## src/rtl/iapwm_pkg.sv

```systemverilog
package iapwm_pkg;

    localparam int DUTY_W = 8;
    localparam int OVL_W  = 6;
    localparam int PER_W  = 10;
    localparam int CNT_W  = PER_W + 1;
    localparam int NPH    = 2;
    localparam logic [PER_W-1:0] PER_MAX = {PER_W{1'b1}};

    typedef enum logic {PH_A = 1'b0, PH_B = 1'b1} phase_e;

    typedef struct packed {
        logic [CNT_W-1:0] total;   // clamp window length: 2*ovl + on
        logic [CNT_W-1:0] ovl;     // lead and trail overlap
        logic [CNT_W-1:0] on;      // main on-time after limiting
    } plan_t;

    typedef struct packed {
        logic main;
        logic clamp;
    } gate_t;

    function automatic logic [CNT_W-1:0] widen_ovl(input logic [OVL_W-1:0] v);
        return CNT_W'(v);
    endfunction

    // Build the pulse plan for one phase cycle from the sampled inputs.
    function automatic plan_t make_plan(input logic [DUTY_W-1:0] duty,
                                        input logic [OVL_W-1:0]  ovl,
                                        input logic [PER_W-1:0]  per,
                                        input logic              per_ok,
                                        input logic [CNT_W-1:0]  min_on);
        plan_t            p;
        logic [CNT_W-1:0] budget;
        logic [CNT_W-1:0] two_ov;
        logic [CNT_W-1:0] room;
        logic [CNT_W-1:0] d;
        p      = '0;
        budget = {per, 1'b0};
        two_ov = widen_ovl(ovl) << 1;
        room   = '0;
        d      = CNT_W'(duty);
        if (per_ok && (two_ov < budget)) begin
            room = budget - two_ov;
            if (d > room) begin
                d = room;
            end
            if (d >= min_on) begin
                p.total = two_ov + d;
                p.ovl   = widen_ovl(ovl);
                p.on    = d;
            end
        end
        return p;
    endfunction

    function automatic gate_t decode(input logic [CNT_W-1:0] cnt, input plan_t p);
        gate_t g;
        g.clamp = (cnt < p.total);
        g.main  = (cnt >= p.ovl) && (cnt < (p.ovl + p.on));
        return g;
    endfunction

endpackage

```

## src/rtl/iapwm_sched.sv

```systemverilog
module iapwm_sched
    import iapwm_pkg::*;
(
    input  logic             clk,
    input  logic             rst,
    input  logic             enable,
    input  logic             fault,
    input  logic             osc_tick,
    output logic [NPH-1:0]   start,
    output logic [PER_W-1:0] period,
    output logic             per_ok,
    output logic             blocked
);

    phase_e           sel;
    logic             seen;
    logic             flt_lat;
    logic [PER_W-1:0] pcnt;
    logic             run_tick;

    assign blocked  = !enable || fault || flt_lat;
    assign run_tick = osc_tick && !blocked;
    assign period   = pcnt;
    assign per_ok   = seen;

    for (genvar i = 0; i < NPH; i++) begin : g_start
        assign start[i] = run_tick && (int'(sel) == i);
    end

    always_ff @(posedge clk) begin
        if (rst) begin
            flt_lat <= 1'b0;
            sel     <= PH_A;
            seen    <= 1'b0;
            pcnt    <= '0;
        end else begin
            if (!enable) begin
                flt_lat <= 1'b0;
            end else if (fault) begin
                flt_lat <= 1'b1;
            end
            if (blocked) begin
                sel  <= PH_A;
                seen <= 1'b0;
                pcnt <= '0;
            end else if (osc_tick) begin
                sel  <= (sel == PH_A) ? PH_B : PH_A;
                seen <= 1'b1;
                pcnt <= PER_W'(1);
            end else if (pcnt != PER_MAX) begin
                pcnt <= pcnt + 1'b1;
            end
        end
    end

    AST_FIRST_TICK_PH_A: assert property (@(posedge clk) disable iff (rst) (run_tick && !seen) |-> start[0]);
    AST_FAULT_STICKS: assert property (@(posedge clk) disable iff (rst) (!$past(rst) && $past(fault) && $past(enable) && enable) |-> blocked);

endmodule

```

## src/rtl/iapwm_phase.sv

```systemverilog
module iapwm_phase
    import iapwm_pkg::*;
#(
    parameter int MIN_ON = 2
) (
    input  logic              clk,
    input  logic              rst,
    input  logic              blocked,
    input  logic              start,
    input  logic [DUTY_W-1:0] duty,
    input  logic [OVL_W-1:0]  ovl,
    input  logic [PER_W-1:0]  period,
    input  logic              per_ok,
    output logic              main_q,
    output logic              clamp_q
);

    localparam logic [CNT_W-1:0] MIN_ON_C = CNT_W'(MIN_ON);

    plan_t            plan_q;
    plan_t            plan_nx;
    gate_t            g;
    logic [CNT_W-1:0] cnt;

    always_comb begin
        plan_nx = make_plan(duty, ovl, period, per_ok, MIN_ON_C);
        g       = decode(cnt, plan_q);
    end

    always_ff @(posedge clk) begin
        if (rst || blocked) begin
            plan_q  <= '0;
            cnt     <= '0;
            main_q  <= 1'b0;
            clamp_q <= 1'b0;
        end else begin
            main_q  <= g.main;
            clamp_q <= g.clamp;
            if (start) begin
                plan_q <= plan_nx;
                cnt    <= '0;
            end else if (cnt < plan_q.total) begin
                cnt <= cnt + 1'b1;
            end
        end
    end

    AST_MAIN_WITHIN_CLAMP: assert property (@(posedge clk) disable iff (rst) main_q |-> clamp_q);
    AST_CLAMP_LEADS_MAIN: assert property (@(posedge clk) disable iff (rst) ($rose(main_q) && (plan_q.ovl != '0)) |-> $past(clamp_q));
    AST_NO_RUNT: assert property (@(posedge clk) disable iff (rst) (plan_q.total != '0) |-> (plan_q.on >= MIN_ON_C));
    AST_FITS_BUDGET: assert property (@(posedge clk) disable iff (rst) (start && per_ok && !blocked) |=> (plan_q.total <= {$past(period), 1'b0}));
    AST_EMPTY_FIRST: assert property (@(posedge clk) disable iff (rst) (start && !per_ok && !blocked) |=> (plan_q.total == '0));

endmodule

```

## src/rtl/interleaved_clamp_pwm.sv

```systemverilog
module interleaved_clamp_pwm
    import iapwm_pkg::*;
#(
    parameter int MIN_ON = 2
) (
    input  logic              clk,
    input  logic              rst,
    input  logic              enable,
    input  logic              fault,
    input  logic              osc_tick,
    input  logic [DUTY_W-1:0] duty_a,
    input  logic [DUTY_W-1:0] duty_b,
    input  logic [OVL_W-1:0]  ovl,
    output logic              main_a,
    output logic              clamp_a,
    output logic              main_b,
    output logic              clamp_b
);

    logic [NPH-1:0]    start;
    logic [PER_W-1:0]  period;
    logic              per_ok;
    logic              blocked;
    logic [DUTY_W-1:0] duty_arr [NPH];
    logic [NPH-1:0]    main_v;
    logic [NPH-1:0]    clamp_v;

    assign duty_arr[0] = duty_a;
    assign duty_arr[1] = duty_b;

    iapwm_sched u_sched (
        .clk      (clk),
        .rst      (rst),
        .enable   (enable),
        .fault    (fault),
        .osc_tick (osc_tick),
        .start    (start),
        .period   (period),
        .per_ok   (per_ok),
        .blocked  (blocked)
    );

    for (genvar i = 0; i < NPH; i++) begin : g_phase
        iapwm_phase #(.MIN_ON(MIN_ON)) u_phase (
            .clk     (clk),
            .rst     (rst),
            .blocked (blocked),
            .start   (start[i]),
            .duty    (duty_arr[i]),
            .ovl     (ovl),
            .period  (period),
            .per_ok  (per_ok),
            .main_q  (main_v[i]),
            .clamp_q (clamp_v[i])
        );
    end

    assign main_a  = main_v[0];
    assign clamp_a = clamp_v[0];
    assign main_b  = main_v[1];
    assign clamp_b = clamp_v[1];

    AST_OFF_WHEN_DISABLED: assert property (@(posedge clk) disable iff (rst) !enable |=> !(main_a || clamp_a || main_b || clamp_b));
    AST_OFF_ON_FAULT: assert property (@(posedge clk) disable iff (rst) fault |=> !(main_a || clamp_a || main_b || clamp_b));

endmodule

```

## config.mk

```make
export PLATFORM = sky130hd
export DESIGN_NAME = interleaved_clamp_pwm
export DESIGN_NICKNAME = d
export VERILOG_FILES = /design/src/rtl/iapwm_pkg.sv /design/src/rtl/iapwm_sched.sv /design/src/rtl/iapwm_phase.sv /design/src/rtl/interleaved_clamp_pwm.sv
export SDC_FILE = /design/constraint.sdc
export NUM_CORES = 1
export LEC_CHECK = 0
export ABC_AREA = 1
export BUFFER_PORTS_ARGS = -buffer_cell sky130_fd_sc_hd__buf_2
export CORE_ASPECT_RATIO = 0.9
export CORE_MARGIN = 4
export CORE_UTILIZATION = 53
export CTS_CLUSTER_SIZE = 14
export DETAILED_ROUTE_END_ITERATION = 10
export GPL_TIMING_DRIVEN = 0
export PLACE_DENSITY_LB_ADDON = 0.05
export SETUP_SLACK_MARGIN = 0.4
export SLEW_MARGIN = 15
export SYNTH_ARGS = -nofsm -noshare
export SYNTH_HDL_FRONTEND = slang
export SYNTH_SLANG_ARGS = --single-unit
```

## constraint.sdc

```tcl
create_clock -name clk -period 6.03 [get_ports clk]
set_input_delay 1.206 -clock clk [delete_from_list [all_inputs] [get_ports clk]]
set_output_delay 1.206 -clock clk [all_outputs]
set_load 0.02 [all_outputs]
```

# Word-level counts from Yosys, hierarchy flattened
# Index checks and enable logic that the tools add are counted.
[classes]
n_eq_ne = 1
bitwise_logic = 2
mux = 11
n_reduce_logical = 17
order_cmp = 11
add_sub_neg = 8
[op_table]
columns = ["op", "n"]
rows = [
  ["$mux 33", 4],
  ["$lt 11x11->1", 4],
  ["$mux 11", 4],
  ["$add 11x1->11 const B", 2],
  ["$add 11x11->11", 2],
  ["$add 7x11->11", 2],
  ["$ge 11x11->1", 2],
  ["$ge 11x2->1 const B", 2],
  ["$gt 8x11->1", 2],
  ["$lt 7x11->1", 1],
  ["$sub 11x7->11", 1],
  ["$add 10x1->10 const B", 1],
  ["$ne 10x10->1 const B", 1],
  ["$reduce_or 2->1", 4],
  ["$logic_and 1x1->1", 6],
  ["$logic_or 1x1->1", 3],
  ["$mux 1", 3],
  ["$reduce_or 3->1", 1],
  ["$logic_not 1->1", 2],
  ["$not 1->1", 2],
  ["$reduce_bool 2->1", 1],
]
[totals]
wordCells = 67
output_inout_bits = 4
register_bits = 105

# Logic depth before layout (Yosys ltp)
[logic_depth]
ltp_word = 7
mapped_depth = 31
mapped_depth_nobuf = 31

# Modules after synthesis
# Synthesis repeated with hierarchy kept, for this count alone.
[unflattened]
cells_unflattened = 1051
area_unflattened_um2 = 7489.7
[by_module_without_submodules]
columns = ["module", "seq_area_each_um2", "area_each_um2", "cells_each", "n_inst"]
rows = [
  ["iapwm_phase (g_phase[1].u_phase)", 800.8, 3460.8, 490, 1],
  ["iapwm_phase (g_phase[0].u_phase)", 800.8, 3378.2, 474, 1],
  ["iapwm_sched", 260.2, 650.6, 87, 1],
]

# Worst setup path after synthesis
# Ideal clock, no wire load.
[synth_timing]
path_kind = "in2reg"
startpoint = "input port ovl[0]"
endpoint = "register g_phase[1].u_phase.plan_q[29] in the netlist's numbering"
n_path_buf = 0
stages = 27
arrival_time_ns = 4.726
setup_slack_ns = 1.190
required_ns = 5.916
setup_time_ns = 0.114
path_cell_list = "ha_1 fa_1 inv_1 nand3_2 nand2_4 a21oi_4 xor2_1 inv_1 ha_1 nand3_1 nor3_2 nor2_4 nand2_2 nand2_1 nand2_1 inv_1 ha_1 fa_1 a31oi_1 inv_1 a21oi_1 o21ai_0 nand3b_1 nand2_1 inv_1 nand4_1 nand2_1"
[synth_via]
elab_chain_cells = 7
word_cells_on_any_way = 10
classes_between = "add/sub: 2; order compare: 3; mux: 4; reduce/logical: 1"
[synth_rtl]
columns = ["item", "line_no", "source"]
rows = [
  ["start: declaration", "interleaved_clamp_pwm.sv:13", "input logic [OVL_W-1:0] ovl,"],
  ["$sub 11x7->11", "iapwm_pkg.sv:44", "room = budget - two_ov;"],
  ["$gt 8x11->1", "iapwm_pkg.sv:45", "if (d > room) begin"],
  ["$mux 11", "iapwm_pkg.sv:45", ""],
  ["$mux 11", "iapwm_pkg.sv:43", "if (per_ok && (two_ov < budget)) begin"],
  ["$add 7x11->11 or $ge 11x2->1 (tied branches)", "iapwm_pkg.sv:49, iapwm_pkg.sv:48", ""],
  ["$mux 33", "iapwm_pkg.sv:48", "if (d >= min_on) begin"],
  ["$mux 33 *", "iapwm_pkg.sv:43", ""],
  ["end signal: assignment", "iapwm_phase.sv:40", "plan_q <= plan_nx;"],
  ["end: declaration", "iapwm_phase.sv:20", "plan_t plan_q;"],
]
# Mark *: on every way between the ends. The rest lies on a longest branch, timed or not. The select of a mux whose other input is x is not followed.
# A chain may end at the register's enable or synchronous reset.

# Worst setup path in the final report
# Same ends and word-level chain as after synthesis.

==> results.txt <==
----------------------------------------------------
[Outcome]
  Result of the run ... finished clean

[Synth]
  Cell with the most instances after synthesis ... nand2_1
  Area share of the largest cell type after synthesis ... between 20% and 30%
  Share of the synthesized area in compound gates (AO/OA/AOI/OAI) ... 13.1%
  Part of the Yosys area used for sequential elements ... 27.1%
  Fraction of synthesized area in multiplexers ... 0%
  Adder and majority gate portion of the synthesized area ... 18.8%
  Summed instance area of the synthesized netlist ... 6860 sq um
  Number of flops mapped to enable cells by yosys ... 0
  Leading area contributor after synthesis ... dfxtp_1
  Share of async-settable or async-resettable flops after synthesis ... 0%
  Number of nets in the synthesized netlist ... 1,066
  Number of warnings issued by yosys ... 0
  Main combinational cell family by area after synthesis ... simple AND/OR/NAND/NOR gates
  Area fraction in and, or, nand and nor cells after synthesis ... 27.5%
  XOR/XNOR Fraction of Synth Area ... 3.83%
  Flip-flop and latch count after synthesis ... 93
  Dominant synthesized flop cell ... dfxtp_1
  Biggest area contributors in the synthesized netlist ... dfxtp_1, ha_1, nand2_1, inv_1, a21oi_1
  Commonest cells post-synth ... nand2_1, inv_1, ha_1
  Cell count after synthesis ... 939
  Count of unique library cells instantiated by Yosys ... just under 50
  Mean post-synth cell area ... 7.30 sq um

[Timing]
  Setup repair after global routing missed its margin ... false
  Tmin final ... 5.24 ns
  Total Negative Setup Slacks ... 0 ns
  Max Freq ... 0.191 GHz
  Smallest setup slack after layout ... 0.793 ns
  Final-report hold violation count ... 0
  Clock tree skew after final layout ... 0.00565 ns
  Final worst path period share ... 86.8%
  Actual transition at the worst max-transition pin ... 0.708 ns
  Worst-case headroom to the max-slew limit ... 52.6%
  Final Slew Violations ... 0
  Total of endpoints with negative setup slack in the final report ... 0

[Worst setup path]
  Highest net fanout along the worst path ... 9
  Most Frequent Cell on Critical Path ... inv_1
  Crit. End Element ... flip-flop
  Critical path arrival ... 5.48 ns
  Internal reg-to-reg setup slack ... 1.35 ns
  Cell family with the largest share of critical-path delay ... adder cells
  Startpoint type of the worst setup path ... primary input
  FF-to-FF path depth ... 28
  Buffer and inverter count on the worst path ... 6
  Slowest stage cell, crit path ... fa_1
  CP Data Required Time ... around 6.3 ns
  Critical R2R Launch ... u_sched.period[0]$_SDFFE_PP0P_
  Crit Path Category ... in2reg
  Longest individual stage delay on the worst path ... 0.41 ns
  R2r endpoint ... g_phase[1].u_phase.plan_q[29]$_SDFFE_PP0P_

[Final layout]
  Share of the core filled with cells ... 59.0%
  Fraction of final layout cells with drive strength greater than 1 ... roughly a tenth
  Relative area change from synthesis to final layout ... 9.10%
  Number of inserted filler cells in the final layout ... 1,281
  Antenna Cells ... 0
  Nets ... 1,107

[Drt]
  DR iter-0 viols ... 237
  Router iterations before antenna repair ... 5
  Post-route ant nets ... 0
  Total via count in the routed design ... 5,808
  Remaining design rule violation count ... 0
  Routed wire length ... approximately 15,000 um
  Routed wirelength normalized by instance count ... 13.3 um
  Number of vias per cell after detailed routing ... 5.06

[Global routing]
  Wire length of the first global-routing pass ... 26,100 um
  Global route overflow ... 0
  Vias in the first global route ... 5,333
  Antenna violations before repair ... 0
  GRT Resource Usage Total ... 21.8%
  Pin count of the biggest net entering global routing ... 15

[Place]
  IO buf count ... 30
  GP Congestion ... a little over 0.9
  HPWL after detailed placement ... 12,400 um
  Post-placement worst setup slack ... 0.434 ns

[Clock tree]
  Hold buffer count at CTS ... 0
  Number of buffers created by CTS ... 9
  Maximum buffer depth of the clock tree ... 2
  Post-CTS sizing ... 0
  Clock latency at the later pin of the worst-skew pair ... 0.35 ns
  CTS H-tree lvls ... 3
  Number of sinks handled by clock tree synthesis ... between 90 and 100
  CTS Root Cell ... clkbuf_16
  Post-CTS clock slew at the launch and capture registers of the worst setup and hold paths ... 0.06 ns
  Clock tree from TritonCTS ... yes
  Buffers inserted during post-CTS setup optimization ... 0

[Die]
  Number of standard-cell rows in the floorplan ... 39
  Core Box Area ... 12,700 sq um
  Effective utilization at floorplan ... ~54%
  Area enclosed by the die boundary ... 14,800 sq um
  Number of top-level pins ... 31
  Overall die height ... 116 um
  Die Width ... approximately 130 um

[Pwr]
  Leakage ... ~3.5 nW
  Power per unit of standard cell area ... ~170 nW/um^2
  Overall power after layout ... between 1 and 1.5 mW
  Peak ir drop on the vdd network ... 0.156 mV

[Min path]
  Hold Path Origin ... g_phase[1].u_phase.plan_q[32]$_SDFFE_PP0P_
  Worst Hold Class ... reg2reg
  Worst Hold Path EP ... g_phase[1].u_phase.plan_q[32]$_SDFFE_PP0P_
  Hold Path Stages ... 2

[Job]
  Count of maximum capacitance violations ... 0

----------------------------------------------------
[registers in the layout, indices dropped and copies added, names as in the netlist]
register	flops
u_sched.flt_lat	1
u_sched.sel	1
u_sched.period	10
g_phase.u_phase.cnt	22
g_phase.u_phase.main_q	2
g_phase.u_phase.clamp_q	2
g_phase.u_phase.plan_q	54
u_sched.per_ok	1
[logic make-up after synthesis]
family | count (synthesis)
buffers and inverters | 171
XOR/XNOR | 30
AND/OR/NAND/NOR | 392
AO/OA/AOI/OAI | 153
adder cells (fa/ha/maj) | 100
flip-flops | 93
[metal layers]
| metal | track usage, % | share of wire, % |
|---|---|---|
| met1 | 33.0 | 55 |
| met2 | 31.8 | 40 |
| met3 | 4.70 | 3.8 |
| met4 | 4.53 | 1.0 |
| met5 | 0 | 0 |
[worst min-delay path, delay by kind of cell (launching register included)]
kind	cells	cell delay [ns]
flops	1	0.29
simple gates	1	0.04
buf+inv	1	0.06
[through the flow]
stage	instances	instance area, sq um	hold slack, ns
finish	1148	7480	0.445
global placement	1133	7210	0.434
floorplan	939	6860	0.420
detailed placement	1133	7210	0.437
CTS	1148	7480	0.446
global route	1148	7480	0.460
[where the power goes]
part           switching (mW)  total, mW  internal, mW
clock network           0.237      0.527         0.289
logic                  0.0928      0.144        0.0507
registers            0.000658      0.616         0.615
[cell usage in the layout, fill, tap and decap left out, drive strengths merged, types with 2 or more instances in the layout]
| cell | netlist | final |
|---|---|---|
| nand4 | 26 | 26 |
| clkbuf | 9 | 21 |
| dfxtp | 93 | 93 |
| and3 | 2 | 2 |
| nand2 | 211 | 211 |
| a211oi | 3 | 3 |
| nor3 | 12 | 12 |
| buf | 4 | 34 |
| o21a | 6 | 6 |
| o211ai | 2 | 2 |
| o21bai | 4 | 4 |
| xnor2 | 6 | 6 |
| xor2 | 24 | 24 |
| nand3b | 3 | 3 |
| nor2 | 55 | 55 |
| a21oi | 77 | 77 |
| or2 | 3 | 3 |
| nand3 | 76 | 76 |
| nor4 | 4 | 4 |
| a21o | 3 | 3 |
| ha | 95 | 95 |
| clkinv | 2 | 5 |
| a31oi | 2 | 2 |
| o21ai | 47 | 47 |
| inv | 156 | 156 |
| fa | 5 | 5 |
[final cells by class]
cell class | count | area [sq um] | area share, %
inverter | 158 | 593 | 7.93
clock buffer | 12 | 246 | 3.29
buffer | 13 | 71.3 | 0.953
clock inverter | 3 | 22.5 | 0.301
sequential | 93 | 1860 | 24.9
timing repair buffer | 30 | 150 | 2.01
multi-input combinational | 675 | 4330 | 57.9
tap | 164 | 205 | 2.74
[worst max-delay path by stage]
| stage | start | depth (start not counted) | to | slack, ns |
|---|---|---|---|---|
| 2_1_floorplan | ovl[0] | 27 | g_phase[1].u_phase.plan_q[29]$_SDFFE_PP0P_ | 1.19 |
| 3_3_place_gp | ovl[0] | 28 | g_phase[1].u_phase.plan_q[29]$_SDFFE_PP0P_ | 0.46 |
| 3_5_place_dp | ovl[0] | 28 | g_phase[1].u_phase.plan_q[29]$_SDFFE_PP0P_ | 0.43 |
| 4_1_cts | ovl[0] | 28 | g_phase[1].u_phase.plan_q[29]$_SDFFE_PP0P_ | 0.80 |
| 5_1_grt | ovl[0] | 28 | g_phase[1].u_phase.plan_q[29]$_SDFFE_PP0P_ | 0.42 |
| 6_report | ovl[0] | 28 | g_phase[1].u_phase.plan_q[29]$_SDFFE_PP0P_ | 0.79 |
Power figures use the tool's default switching activity.
